==> src/rtl/can_halt_pkg.sv <==
package can_halt_pkg;
  typedef enum logic [1:0] {
    ST_RUN    = 2'd0,
    ST_PEND   = 2'd1,
    ST_HALT   = 2'd2,
    ST_REJOIN = 2'd3
  } halt_st_e;
endpackage

==> src/rtl/can_halt_req.sv <==
module can_halt_req (
  input  logic clk_i,
  input  logic rst_ni,
  input  logic wr_en_i,
  input  logic wr_val_i,
  input  logic halted_i,
  input  logic auto_i,
  input  logic boff_en_i,
  input  logic bus_off_i,
  output logic req_o
);
  logic bus_off_q;
  logic auto_set;

  assign auto_set = auto_i & boff_en_i & bus_off_i & ~bus_off_q;

  always_ff @(posedge clk_i or negedge rst_ni) begin
    if (!rst_ni) begin
      bus_off_q <= 1'b0;
      req_o     <= 1'b0;
    end else begin
      bus_off_q <= bus_off_i;
      if (auto_set || (wr_en_i && wr_val_i)) begin
        req_o <= 1'b1;
      end else if (wr_en_i && !wr_val_i && halted_i) begin
        // clear only honoured once halt is reached
        req_o <= 1'b0;
      end
    end
  end
endmodule

==> src/rtl/can_halt_rcnt.sv <==
module can_halt_rcnt #(
  parameter int unsigned NBITS = 11
) (
  input  logic clk_i,
  input  logic rst_ni,
  input  logic clr_i,
  input  logic tick_i,
  input  logic bit_i,
  output logic done_o
);
  localparam int unsigned CW = $clog2(NBITS + 1);
  localparam logic [CW-1:0] LAST = CW'(NBITS - 1);

  logic [CW-1:0] cnt_q;

  assign done_o = ~clr_i & tick_i & bit_i & (cnt_q == LAST);

  always_ff @(posedge clk_i or negedge rst_ni) begin
    if (!rst_ni) begin
      cnt_q <= '0;
    end else if (clr_i) begin
      cnt_q <= '0;
    end else if (tick_i) begin
      if (!bit_i)              cnt_q <= '0;
      else if (cnt_q != LAST)  cnt_q <= cnt_q + 1'b1;
    end
  end
endmodule

==> src/rtl/can_halt_fsm.sv <==
module can_halt_fsm
  import can_halt_pkg::*;
(
  input  logic     clk_i,
  input  logic     rst_ni,
  input  logic     req_i,
  input  logic     tick_i,
  input  logic     boff_en_i,
  input  logic     bus_idle_i,
  input  logic     bus_intm_i,
  input  logic     frame_act_i,
  input  logic     bus_off_i,
  input  logic     rec_done_i,
  input  logic     rejoin_done_i,
  output halt_st_e st_o,
  output logic     irq_o
);
  halt_st_e st_q, st_d;
  logic     entry_ok;
  logic     enter;

  // safe point for entry: bus-off policy first, otherwise quiet bus
  assign entry_ok = bus_off_i ? (boff_en_i | rec_done_i)
                              : ((bus_idle_i | bus_intm_i) & ~frame_act_i);
  assign enter    = (st_q == ST_PEND) & tick_i & entry_ok;

  always_comb begin
    st_d = st_q;
    unique case (st_q)
      ST_RUN:    if (req_i) st_d = ST_PEND;
      ST_PEND:   if (enter) st_d = ST_HALT;
      ST_HALT:   if (!req_i) st_d = ST_REJOIN;
      ST_REJOIN: begin
        if (req_i)              st_d = ST_HALT;
        else if (rejoin_done_i) st_d = ST_RUN;
      end
      default:   st_d = ST_RUN;
    endcase
  end

  always_ff @(posedge clk_i or negedge rst_ni) begin
    if (!rst_ni) begin
      st_q  <= ST_RUN;
      irq_o <= 1'b0;
    end else begin
      st_q  <= st_d;
      irq_o <= enter;
    end
  end

  assign st_o = st_q;
endmodule

==> src/rtl/can_halt_seq.sv <==
module can_halt_seq
  import can_halt_pkg::*;
#(
  parameter int unsigned REJOIN_BITS = 11
) (
  input  logic clk_i,
  input  logic rst_ni,
  input  logic req_we_i,
  input  logic req_wd_i,
  input  logic boff_halt_en_i,
  input  logic auto_halt_i,
  input  logic bit_tick_i,
  input  logic bus_idle_i,
  input  logic bus_intm_i,
  input  logic frame_act_i,
  input  logic bus_off_i,
  input  logic boff_rec_done_i,
  input  logic rx_bit_i,
  output logic halt_req_o,
  output logic halted_o,
  output logic halt_irq_o,
  output logic bus_en_o,
  output logic tx_lock_o
);
  halt_st_e st;
  logic     req;
  logic     halted;
  logic     rejoin_done;

  assign halted = (st == ST_HALT) | (st == ST_REJOIN);

  can_halt_req u_req (
    .clk_i     (clk_i),
    .rst_ni    (rst_ni),
    .wr_en_i   (req_we_i),
    .wr_val_i  (req_wd_i),
    .halted_i  (halted),
    .auto_i    (auto_halt_i),
    .boff_en_i (boff_halt_en_i),
    .bus_off_i (bus_off_i),
    .req_o     (req)
  );

  can_halt_rcnt #(.NBITS(REJOIN_BITS)) u_rcnt (
    .clk_i  (clk_i),
    .rst_ni (rst_ni),
    .clr_i  (st != ST_REJOIN),
    .tick_i (bit_tick_i),
    .bit_i  (rx_bit_i),
    .done_o (rejoin_done)
  );

  can_halt_fsm u_fsm (
    .clk_i         (clk_i),
    .rst_ni        (rst_ni),
    .req_i         (req),
    .tick_i        (bit_tick_i),
    .boff_en_i     (boff_halt_en_i),
    .bus_idle_i    (bus_idle_i),
    .bus_intm_i    (bus_intm_i),
    .frame_act_i   (frame_act_i),
    .bus_off_i     (bus_off_i),
    .rec_done_i    (boff_rec_done_i),
    .rejoin_done_i (rejoin_done),
    .st_o          (st),
    .irq_o         (halt_irq_o)
  );

  assign halt_req_o = req;
  assign halted_o   = halted;
  assign bus_en_o   = ~halted;
  assign tx_lock_o  = req & ~halted;
endmodule

==> config.mk <==
export PLATFORM = sky130hd
export DESIGN_NAME = can_halt_seq
export DESIGN_NICKNAME = d
export VERILOG_FILES = /design/src/rtl/can_halt_pkg.sv /design/src/rtl/can_halt_req.sv /design/src/rtl/can_halt_rcnt.sv /design/src/rtl/can_halt_fsm.sv /design/src/rtl/can_halt_seq.sv
export SDC_FILE = /design/constraint.sdc
export NUM_CORES = 1
export LEC_CHECK = 0
export ABC_AREA = 1
export BUFFER_PORTS_ARGS = -buffer_cell sky130_fd_sc_hd__buf_2
export CORE_AREA = 2 2 39 41
export DETAILED_ROUTE_END_ITERATION = 10
export DIE_AREA = 0 0 41 43
export PLACE_DENSITY = 0.68
export SETUP_SLACK_MARGIN = 0.2
export SLEW_MARGIN = 5
export SYNTH_ARGS = -nofsm -noshare
export SYNTH_HDL_FRONTEND = slang
export SYNTH_SLANG_ARGS = --single-unit
==> constraint.sdc <==
create_clock -name clk_i -period 2.02 [get_ports clk_i]
set_input_delay 0.404 -clock clk_i [delete_from_list [all_inputs] [get_ports clk_i]]
set_output_delay 0.404 -clock clk_i [all_outputs]
set_load 0.02 [all_outputs]
==> results.json, run 1 <==
{
  "status": "complete, no violations",
  "slew_headroom_pct": 86.0,
  "syn_area_um2": 562,
  "ys_types": 23,
  "final-max-slew-violation-count": 0,
  "dieWidth_um": 41,
  "tightest_slew_ns": 0.210,
  "critPathMaxStageDelay_ns": 0.41,
  "initial_core_util_pct": 40.6,
  "vdd_drop_max_mv": 0.564,
  "synth_area_leaders": "dfrtp_1 40%, nand2_1 11%, nand3_1 6.2%",
  "timing.final.crit_period_ns": 1.50,
  "fillCellCount": 155,
  "wl_met3_um": 61,
  "muxShareOfSynthArea_pct": 0,
  "grt_pass1_wl_um": 1860,
  "end_kind": "output port",
  "cts_root_buffer": "clkbuf_4",
  "synth_compound_area_share_pct": 10.2,
  "die_area_mm2": 0.00176,
  "antenna_found_initial": 0,
  "gr-total-overflow": 0,
  "synthesis.nets": 87,
  "clk-insertion-delay-late_ns": 0.26,
  "syn2layout_area_growth_pct": 24.7,
  "crit_required_ns": 1.62,
  "syn_avg_cell_area_um2": 7.80,
  "place_area_um2": 663,
  "rows": 14,
  "yosys_register_bits": 9,
  "setup_tns_ns": 0,
  "die_h_um": 43,
  "layout.cells.non_filler": 109,
  "firstDrtPassIters": 4,
  "clock_skew_ns": 0.00659,
  "cp_max_fo": 7,
  "wire_per_inst_um": 10.0,
  "synth-simple-area-share_pct": 33.2,
  "drv_cap": 0,
  "finalInstanceArea_um2": 701,
  "path_cells": "inv_2, nand2_1, inv_1, buf_2",
  "cp-start-kind": "flip-flop",
  "yosys_warnings": 0,
  "core_area_mm2": 0.00138,
  "cts_buffers": 3,
  "met2_length_um": 523,
  "holdCritPathClass": "in -> reg",
  "most-common-layout-cells": "17 x buf_2, 16 x nand2_1, 9 x dfrtp_1, 8 x inv_1, 7 x nand3_1",
  "synth_top_family_by_area": "simple AND/OR/NAND/NOR gates",
  "wl_met1_um": 499,
  "final_common_cell": "buf_2",
  "top_layer": "met4",
  "tritoncts": "done",
  "crit_arrival_ns": 1.09,
  "clkSinkCount": 9,
  "p_leak_nw": 0.389,
  "min_period_over_period_pct": 74.2,
  "ctsLongestPathBuffers": 2,
  "synth_top_area_share_pct": 40.1,
  "synth_seq_area_share_pct": 40.1,
  "cts.clk_slew.worst_paths_ns": 0.06,
  "cts_resized": 0,
  "nets": 109,
  "drtIter0Drc": 10,
  "antenna_cells": 0,
  "cp_slowest_cell": "dfrtp_1",
  "fmax_mhz": 668,
  "cts_setup_buffers": 0,
  "rsz0062_at_grt": "no",
  "vias": 532,
  "wirelength_um": 1090,
  "final_antenna_net_count": 0,
  "htree_levels": 1,
  "crit_type": "reg -> out",
  "numPortBuffers": 17,
  "dp.cells": 104,
  "synth_fa_ha_area_share_pct": 4.45,
  "postCtsHoldBufs": 1,
  "via_per_inst": 4.88,
  "p_per_area_mw_per_mm2": 1130,
  "syn_inst": 72,
  "drive_above_1_share_pct": 34.4,
  "gp_congestion": 0.815,
  "power_w": 0.000793,
  "first_global_vias": 483,
  "ios": 18,
  "setup_viol": 0,
  "dp_hpwl_um": 879,
  "drc_errors": 0,
  "grt_start_max_net_pins": 10,
  "synth_xor_area_share_pct": 3.12,
  "hold_viol": 0,
  "grt_use_total_pct": 15.7,
  "yosys.area.top_type": "dfrtp_1"
}
==> area by class of cell <==
type | instances | area (µm²) | share of cell area [%]
clock inverters | 1 | 5.00 | 0.714
well taps | 16 | 20.0 | 2.86
clock buffers | 3 | 22.5 | 3.21
inverters | 12 | 46.3 | 6.61
flip-flops and latches | 9 | 225 | 32.1
multi-input cells | 50 | 287 | 40.9
repair buffers | 18 | 95.1 | 13.6
==> registers in the layout, summed over array words and instances (netlist names) <==
register / flops
u_fsm.irq_o: 1
u_req.req_o: 1
u_fsm.st_o: 2
u_req.bus_off_q: 1
u_rcnt.cnt_q: 4
==> cell usage after synthesis <==
cell type,number
a21oi_1,3
a21oi_2,1
clkbuf_1,1
clkinv_1,2
clkinv_2,1
dfrtp_1,9
ha_1,2
inv_1,8
inv_2,1
nand2_1,16
nand2_2,3
nand3_1,7
nand3_2,1
nand4_1,3
nor2_1,4
nor2_2,2
nor2_4,1
nor3_1,1
o21ai_1,1
o21bai_1,1
o221ai_1,1
o31ai_2,1
xor2_1,2
==> logic make-up (layout without fill, tap and decap cells) <==
kind of cell | count (synthesis) | after routing
flops | 9 | 9
compound gates | 8 | 8
buf+inv | 13 | 34
xor+xnor | 2 | 2
fa+ha+maj | 2 | 2
simple gates | 38 | 38
==> per-stage QoR <==
stage	utilization, %	setup slack [ns]	hold slack (ns)
6_report	50.6	0.522	0.283
5_1_grt	50.6	0.434	0.271
4_1_cts	50.6	0.507	0.275
3_5_place_dp	47.9	0.712	0.269
3_3_place_gp	47.9	0.766	0.269
2_1_floorplan	-	0.820	0.108
==> layer usage <==
metal / vias up / track usage, %
met3: 2 / 7.85
li1: 275 / -
met2: 12 / 23.1
met5: - / 0
met1: 243 / 18.9
met4: 0 / 6.00
==> worst max-delay path: cells and delay by family, from the launching register on <==
family	cells	cell delay, ns
flip-flops	1	0.41
buffers and inverters	3	0.35
AND/OR/NAND/NOR	1	0.08
==> report_power, final <==
| group | switching [W] | internal, W |
|---|---|---|
| clock | 0.0000649 | 0.0000731 |
| sequential | 0.0000484 | 0.000223 |
| combinational | 0.000250 | 0.000134 |
| total | 0.000363 | 0.000430 |
==> worst paths after layout <==
path	startpoint	end	slack (ns)	cells after the start
max in group asynchronous	rst_ni	u_fsm.st_o[1]	1.32	2
worst min register to register	u_req.bus_off_q	u_req.req_o	0.50	1
worst min-delay path	bus_off_i	u_req.bus_off_q	0.28	1
min in group asynchronous	rst_ni	u_rcnt.cnt_q[0]	0.51	2
worst max register to register	u_rcnt.cnt_q[0]	u_fsm.st_o[0]	0.70	9
worst max-delay path	u_fsm.st_o[1]	tx_lock_o	0.52	4
Note: power is estimated with default switching activity, not from simulation.
==> run 2: changes to the inputs <==
ABC_AREA = 0   (was 1)
PLACE_DENSITY = not set   (was 0.68)
clock period = 1.43 ns   (was 2.02 ns; I/O delays follow)
==> run 2 against run 1 <==
Effect of this change:
- the flow now finishes with violations (setup timing)
- sequential share of layout area down 0.44 points
- first-iteration DRC count up 50%
- worst hold slack worse by 0.11 ns
- critical endpoint is now u_rcnt.cnt_q[2]
- combinational power down 77%
- count of clock-buffer cells in the layout up 1
- via count down 6.0%
- critical path depth unchanged
- design area up 2.0%
- wire length up 16%
==> results.json, run 2 <==
{
  "vdd_drop_max_mv": 0.512,
  "cp_num_buf_inv": 0,
  "cp_max_fo": 4,
  "wirelength_um": 1270,
  "hold_depth": 1,
  "whs_ns": 0.170,
  "final_common_cell": "buf_2",
  "synth_top_area_share_pct": 46.2,
  "numPortBuffers": 17,
  "yosys_most_used_dff": "dfrtp_1",
  "drc_errors": 0,
  "drv_cap": 0,
  "violations": "setup timing",
  "most-common-layout-cells": "15 x buf_2, 11 x buf_4, 8 x dfrtp_1, 6 x nand2_1, 4 x o21ai_0",
  "finalInstanceArea_um2": 714,
  "grt_use_total_pct": 15.7,
  "ios": 18,
  "path_cells": "ha_2, and4b_4, or4_4, a21oi_2",
  "critPathMaxStageDelay_ns": 0.42,
  "via_per_inst": 5.21,
  "cp_slowest_cell": "or4_4",
  "drive_above_1_share_pct": 46.3,
  "final_antenna_net_count": 0,
  "cpLargestDelayFamily": "simple AND/OR/NAND/NOR gates",
  "setup_viol": 1,
  "synth_edf_count": 0,
  "crit_required_ns": 1.62,
  "yosysMostFrequentCell": "dfrtp_1",
  "cp-start-kind": "flip-flop",
  "htree_levels": 1,
  "tightest_slew_ns": 0.423,
  "dieWidth_um": 41,
  "synth_seq_area_share_pct": 46.2,
  "synthesis.nets": 65,
  "yosys.area.top_type": "dfrtp_1",
  "crit_cells": 4,
  "crit_type": "reg -> reg",
  "drtIter0Drc": 15,
  "crit_arrival_ns": 1.65,
  "antenna_found_initial": 0,
  "dp_slack_ns": -0.0130,
  "gr-total-overflow": 0,
  "utilization_pct": 51.6,
  "grt_pass1_wl_um": 1840,
  "status": "finished with violations",
  "syn_area_um2": 488,
  "yosys_warnings": 0,
  "core_area_mm2": 0.00138,
  "fmax_mhz": 684,
  "ys_types": 23,
  "p_leak_nw": 0.341,
  "min_period_over_period_pct": 102,
  "cts_root_buffer": "clkbuf_4",
  "rsz0062_at_grt": "yes",
  "clk-insertion-delay-late_ns": 0.26,
  "cts.clk_slew.worst_paths_ns": 0.06,
  "multiInputGateArea_um2": 259,
  "r2r_cells": 4,
  "end_kind": "flip-flop",
  "place_area_um2": 599,
  "initial_core_util_pct": 35.3,
  "clkSinkCount": 9,
  "dp_hpwl_um": 793,
  "regArea_um2": 226,
  "clock_skew_ns": 0.00375,
  "setup_ws_ns": -0.0318,
  "largest_register": "u_rcnt.cnt_q",
  "nets": 96,
  "timing.final.crit_period_ns": 1.46,
  "gp_congestion": 0.722,
  "syn_inst": 50,
  "synthTopCellsByCount": "9 x dfrtp_1, 6 x nand2_1, 4 x inv_1, 4 x o21ai_0, 3 x a21oi_1",
  "die_area_mm2": 0.00176,
  "final-max-slew-violation-count": 0,
  "first_global_vias": 440,
  "vias": 500,
  "grt_start_max_net_pins": 10,
  "p_per_area_mw_per_mm2": 781,
  "tritoncts": "done",
  "fillCellCount": 127,
  "largest_reg_flops": 4,
  "ctsLongestPathBuffers": 2,
  "syn2layout_area_growth_pct": 46.4,
  "holdCritPathClass": "in -> reg",
  "wire_per_inst_um": 13.3,
  "syn_avg_cell_area_um2": 9.76,
  "synth_area_leaders": "dfrtp_1 46%, ha_1 5.1%, nand2_1 4.6%",
  "cts_buffers": 3,
  "setup_tns_ns": -0.0318,
  "die_h_um": 43,
  "yosys_register_bits": 9,
  "hold_viol": 0,
  "rows": 14,
  "async_flop_share_pct": 100,
  "antenna_cells": 0,
  "slew_headroom_pct": 71.8,
  "firstDrtPassIters": 4
}
## run 2: layer usage
layer | wire [µm] | track usage, % | share of wire [%] | vias to the layer above
met5 | 0 | 0 | 0 | -
met4 | 34 | 10.0 | 2.7 | 0
met3 | 63 | 3.14 | 5.0 | 4
met2 | 650 | 22.2 | 51 | 16
met1 | 522 | 21.0 | 41 | 234
li1 | - | - | - | 246
## run 2: cell families (layout without fill, tap and decap cells)
group           after synthesis  in the layout  synth area share [%]
compound gates               13             13                  18.5
fa+ha+maj                     2              2                  5.13
buf+inv                       5             35                  3.84
flops                         9              9                  46.2
simple gates                 21             21                  26.4
## run 2: layout make-up
cell class | count | area share, %
inverter | 4 | 2.10
timing repair buffer | 27 | 23.5
tap | 16 | 2.80
clock buffer | 4 | 3.68
sequential | 9 | 31.7
multi-input combinational | 36 | 36.3
## run 2: metrics by stage
stage	power, W	cells
global route	0.000585	96
CTS	0.000554	93
detailed placement	0.000346	83
floorplan	0.000310	50
finish	0.000558	96
global placement	0.000346	83
## run 2: final timing paths
kind	from	end	slack (ns)
worst min register to register	u_rcnt.cnt_q[0]	u_rcnt.cnt_q[0]	0.57
worst min-delay path	bus_off_i	u_req.bus_off_q	0.17
max in group asynchronous	rst_ni	u_fsm.st_o[1]	0.84
min in group asynchronous	rst_ni	u_rcnt.cnt_q[1]	0.40
worst max register to register	u_rcnt.cnt_q[1]	u_rcnt.cnt_q[2]	-0.03
worst max-delay path	u_rcnt.cnt_q[1]	u_rcnt.cnt_q[2]	-0.03
## run 2: timing repair
item                                   in CTS  in global routing
hold buffers                                1                  0
setup buffers                               5                  3
setup endpoints to repair                   9                  8
cloned                                      0                  0
resized for setup                           5                  3
endpoints found under the hold margin       9                  0
pin swaps                                   1                  5
## run 2: where the power goes
part | internal (W) | switching [W] | total, W
Clock | 0.000108 | 0.0000897 | 0.000197
Sequential | 0.000265 | 0.00000741 | 0.000273
Combinational | 0.0000422 | 0.0000455 | 0.0000877
==> run 3: changes to the inputs <==
SYNTH_HIERARCHICAL = 1   (was not set)
==> run 3 against run 2 <==
Effect of this change:
- the run now ends clean
- die area unchanged
- critical path depth up 1
- core utilization up 2.7 points
- synthesized cell count up 4.0%
- wire length down 4.1%
- sequential power up 25%
- total power up 59%
==> results.json, run 3 <==
{
  "min_period_over_period_pct": 97.5,
  "syn_avg_cell_area_um2": 9.58,
  "holdCritPathClass": "in -> reg",
  "core_area_mm2": 0.00138,
  "slew_headroom_pct": 76.6,
  "synth_edf_count": 0,
  "timing.final.crit_period_ns": 1.39,
  "first_global_vias": 442,
  "p_leak_nw": 0.344,
  "grt_start_max_net_pins": 10,
  "met2_length_um": 615,
  "gr-total-overflow": 0,
  "gp_congestion": 0.808,
  "final-max-slew-violation-count": 0,
  "setup_tns_ns": 0,
  "clock_skew_ns": 0.00360,
  "yosys_warnings": 6,
  "largest_reg_flops": 4,
  "fmax_mhz": 718,
  "htree_levels": 1,
  "die_area_mm2": 0.00176,
  "rsz0062_at_grt": "yes",
  "cts_buffers": 3,
  "synth_area_leaders": "dfrtp_1 45%, nand2_1 5.3%, ha_1 5.0%",
  "grt_use_total_pct": 16.7,
  "wl_met3_um": 63,
  "place_area_um2": 617,
  "antenna_found_initial": 0,
  "vias": 505,
  "synthTopCellsByCount": "9 x dfrtp_1, 7 x nand2_1, 4 x inv_1, 3 x nand3_1",
  "rrSetupSlack_ns": 0.04,
  "p_per_area_mw_per_mm2": 1180,
  "cts_root_buffer": "clkbuf_4",
  "wire_per_inst_um": 12.6,
  "cts.clk_slew.worst_paths_ns": 0.06,
  "final_antenna_net_count": 0,
  "die_h_um": 43,
  "timing.rr.start": "u_rcnt/cnt_q[0]",
  "crit_required_ns": 1.61,
  "ios": 18,
  "drive_above_1_share_pct": 42.0,
  "cp_max_fo": 3,
  "hold_depth": 1,
  "initial_core_util_pct": 36.0,
  "syn_area_um2": 498,
  "syn_inst": 52,
  "top_layer": "met3",
  "drtIter0Drc": 15,
  "cp-start-kind": "flip-flop",
  "most-common-layout-cells": "14 x buf_2, 7 x nand2_1, 7 x dfrtp_1, 6 x buf_4, 5 x buf_6",
  "async_flop_share_pct": 100,
  "whs_ns": 0.166,
  "drv_cap": 0,
  "drc_errors": 0,
  "yosysMostFrequentCell": "dfrtp_1",
  "wirelength_um": 1220,
  "tightest_slew_ns": 0.350,
  "dp_hpwl_um": 869,
  "vdd_drop_max_mv": 0.821,
  "setup_viol": 0,
  "yosys.area.top_type": "dfrtp_1",
  "hold-path-endpoint": "u_req/bus_off_q",
  "ys_types": 26,
  "power_w": 0.000888,
  "nets": 97,
  "clk-insertion-delay-late_ns": 0.26,
  "via_per_inst": 5.21,
  "hold_viol": 0,
  "synth_top_area_share_pct": 45.2,
  "dieWidth_um": 41,
  "yosys_register_bits": 9,
  "final_common_cell": "buf_2",
  "rr_endpoint": "u_rcnt/cnt_q[2]",
  "end_kind": "flip-flop",
  "yosys_most_used_dff": "dfrtp_1",
  "firstDrtPassIters": 4,
  "grt_pass1_wl_um": 2000,
  "syn2layout_area_growth_pct": 51.0,
  "r2r_cells": 5,
  "utilization_pct": 54.3,
  "finalInstanceArea_um2": 752,
  "wl_met1_um": 541,
  "antenna_cells": 0,
  "hp-start": "bus_off_i",
  "ctsLongestPathBuffers": 2,
  "clkSinkCount": 9,
  "numPortBuffers": 17,
  "largest_register": "u_rcnt/cnt_q",
  "status": "complete, no violations",
  "synth_seq_area_share_pct": 45.2,
  "synthesis.nets": 67,
  "crit_arrival_ns": 1.58,
  "tritoncts": "done",
  "rows": 14,
  "crit_type": "reg -> reg"
}
-- run 3: cell types whose count changed after synthesis, sizes merged, moves of 2 or more --
cell	delta
nand3b	+2
a21oi	-2
nand2b	+2
o21ai	-2
-- run 3: layout make-up --
cell class / instances / area, µm²
fill: 133 / 632
inverter: 4 / 15.0
sequential: 9 / 228
timing repair buffer: 26 / 181
clock buffer: 4 / 26.3
multi-input combinational: 38 / 282
tap: 16 / 20.0
-- run 3: logic make-up after synthesis --
group | share of synthesized area, %
simple gates | 29.1
flops | 45.2
compound gates | 16.8
buf+inv | 3.77
fa+ha+maj | 5.02
-- run 3: worst max-delay path, cell delays in order, from the launching register on --
cell and delay, ns:
dfrtp_1 0.39, inv_2 0.08, ha_4 0.16, and3b_1 0.18
or4_1 0.39, a21oi_1 0.13
-- run 3: repair_timing --
item / CTS / global route
setup buffers: 4 / 2
pin swaps: 1 / 2
hold buffers: 1 / 0
endpoints found under the setup margin: 8 / 9
endpoints found under the hold margin: 9 / 0
gates resized for setup: 6 / 8
-- run 3: worst max-delay path by stage --
stage | from | end | slack (ns) | cells past startpoint
floorplan | u_rcnt/cnt_q[0] | u_rcnt/cnt_q[2] | 0.06 | 5
global route | u_rcnt/cnt_q[0] | u_rcnt/cnt_q[2] | -0.02 | 5
finish | u_rcnt/cnt_q[0] | u_rcnt/cnt_q[2] | 0.04 | 5
global placement | u_rcnt/cnt_q[0] | u_rcnt/cnt_q[2] | 0.05 | 5
detailed placement | u_rcnt/cnt_q[0] | u_rcnt/cnt_q[2] | 0.002 | 5
CTS | u_rcnt/cnt_q[1] | u_rcnt/cnt_q[2] | 0.06 | 4
-- run 3: metal layers --
metal | GRT usage (%) | up-vias
met5 | 0 | -
met4 | 6.00 | 0
met3 | 6.28 | 0
met2 | 22.8 | 16
met1 | 23.3 | 242
li1 | - | 247
-- run 3: report_power, final --
| part | switching (W) | leakage, nW | internal [W] |
|---|---|---|---|
| combinational | 0.000172 | 0.217 | 0.000179 |
| clock | 0.0000894 | 0.0150 | 0.000108 |
| sequential | 0.0000442 | 0.112 | 0.000295 |
| total | 0.000306 | 0.344 | 0.000582 |
-- run 3: per-stage QoR --
stage	std cells	setup WS [ns]
after floorplan	52	0.0562
after global placement	86	0.0535
after detailed placement	86	0.00208
after CTS	95	0.0598
after global routing	97	-0.0174
final	97	0.0363
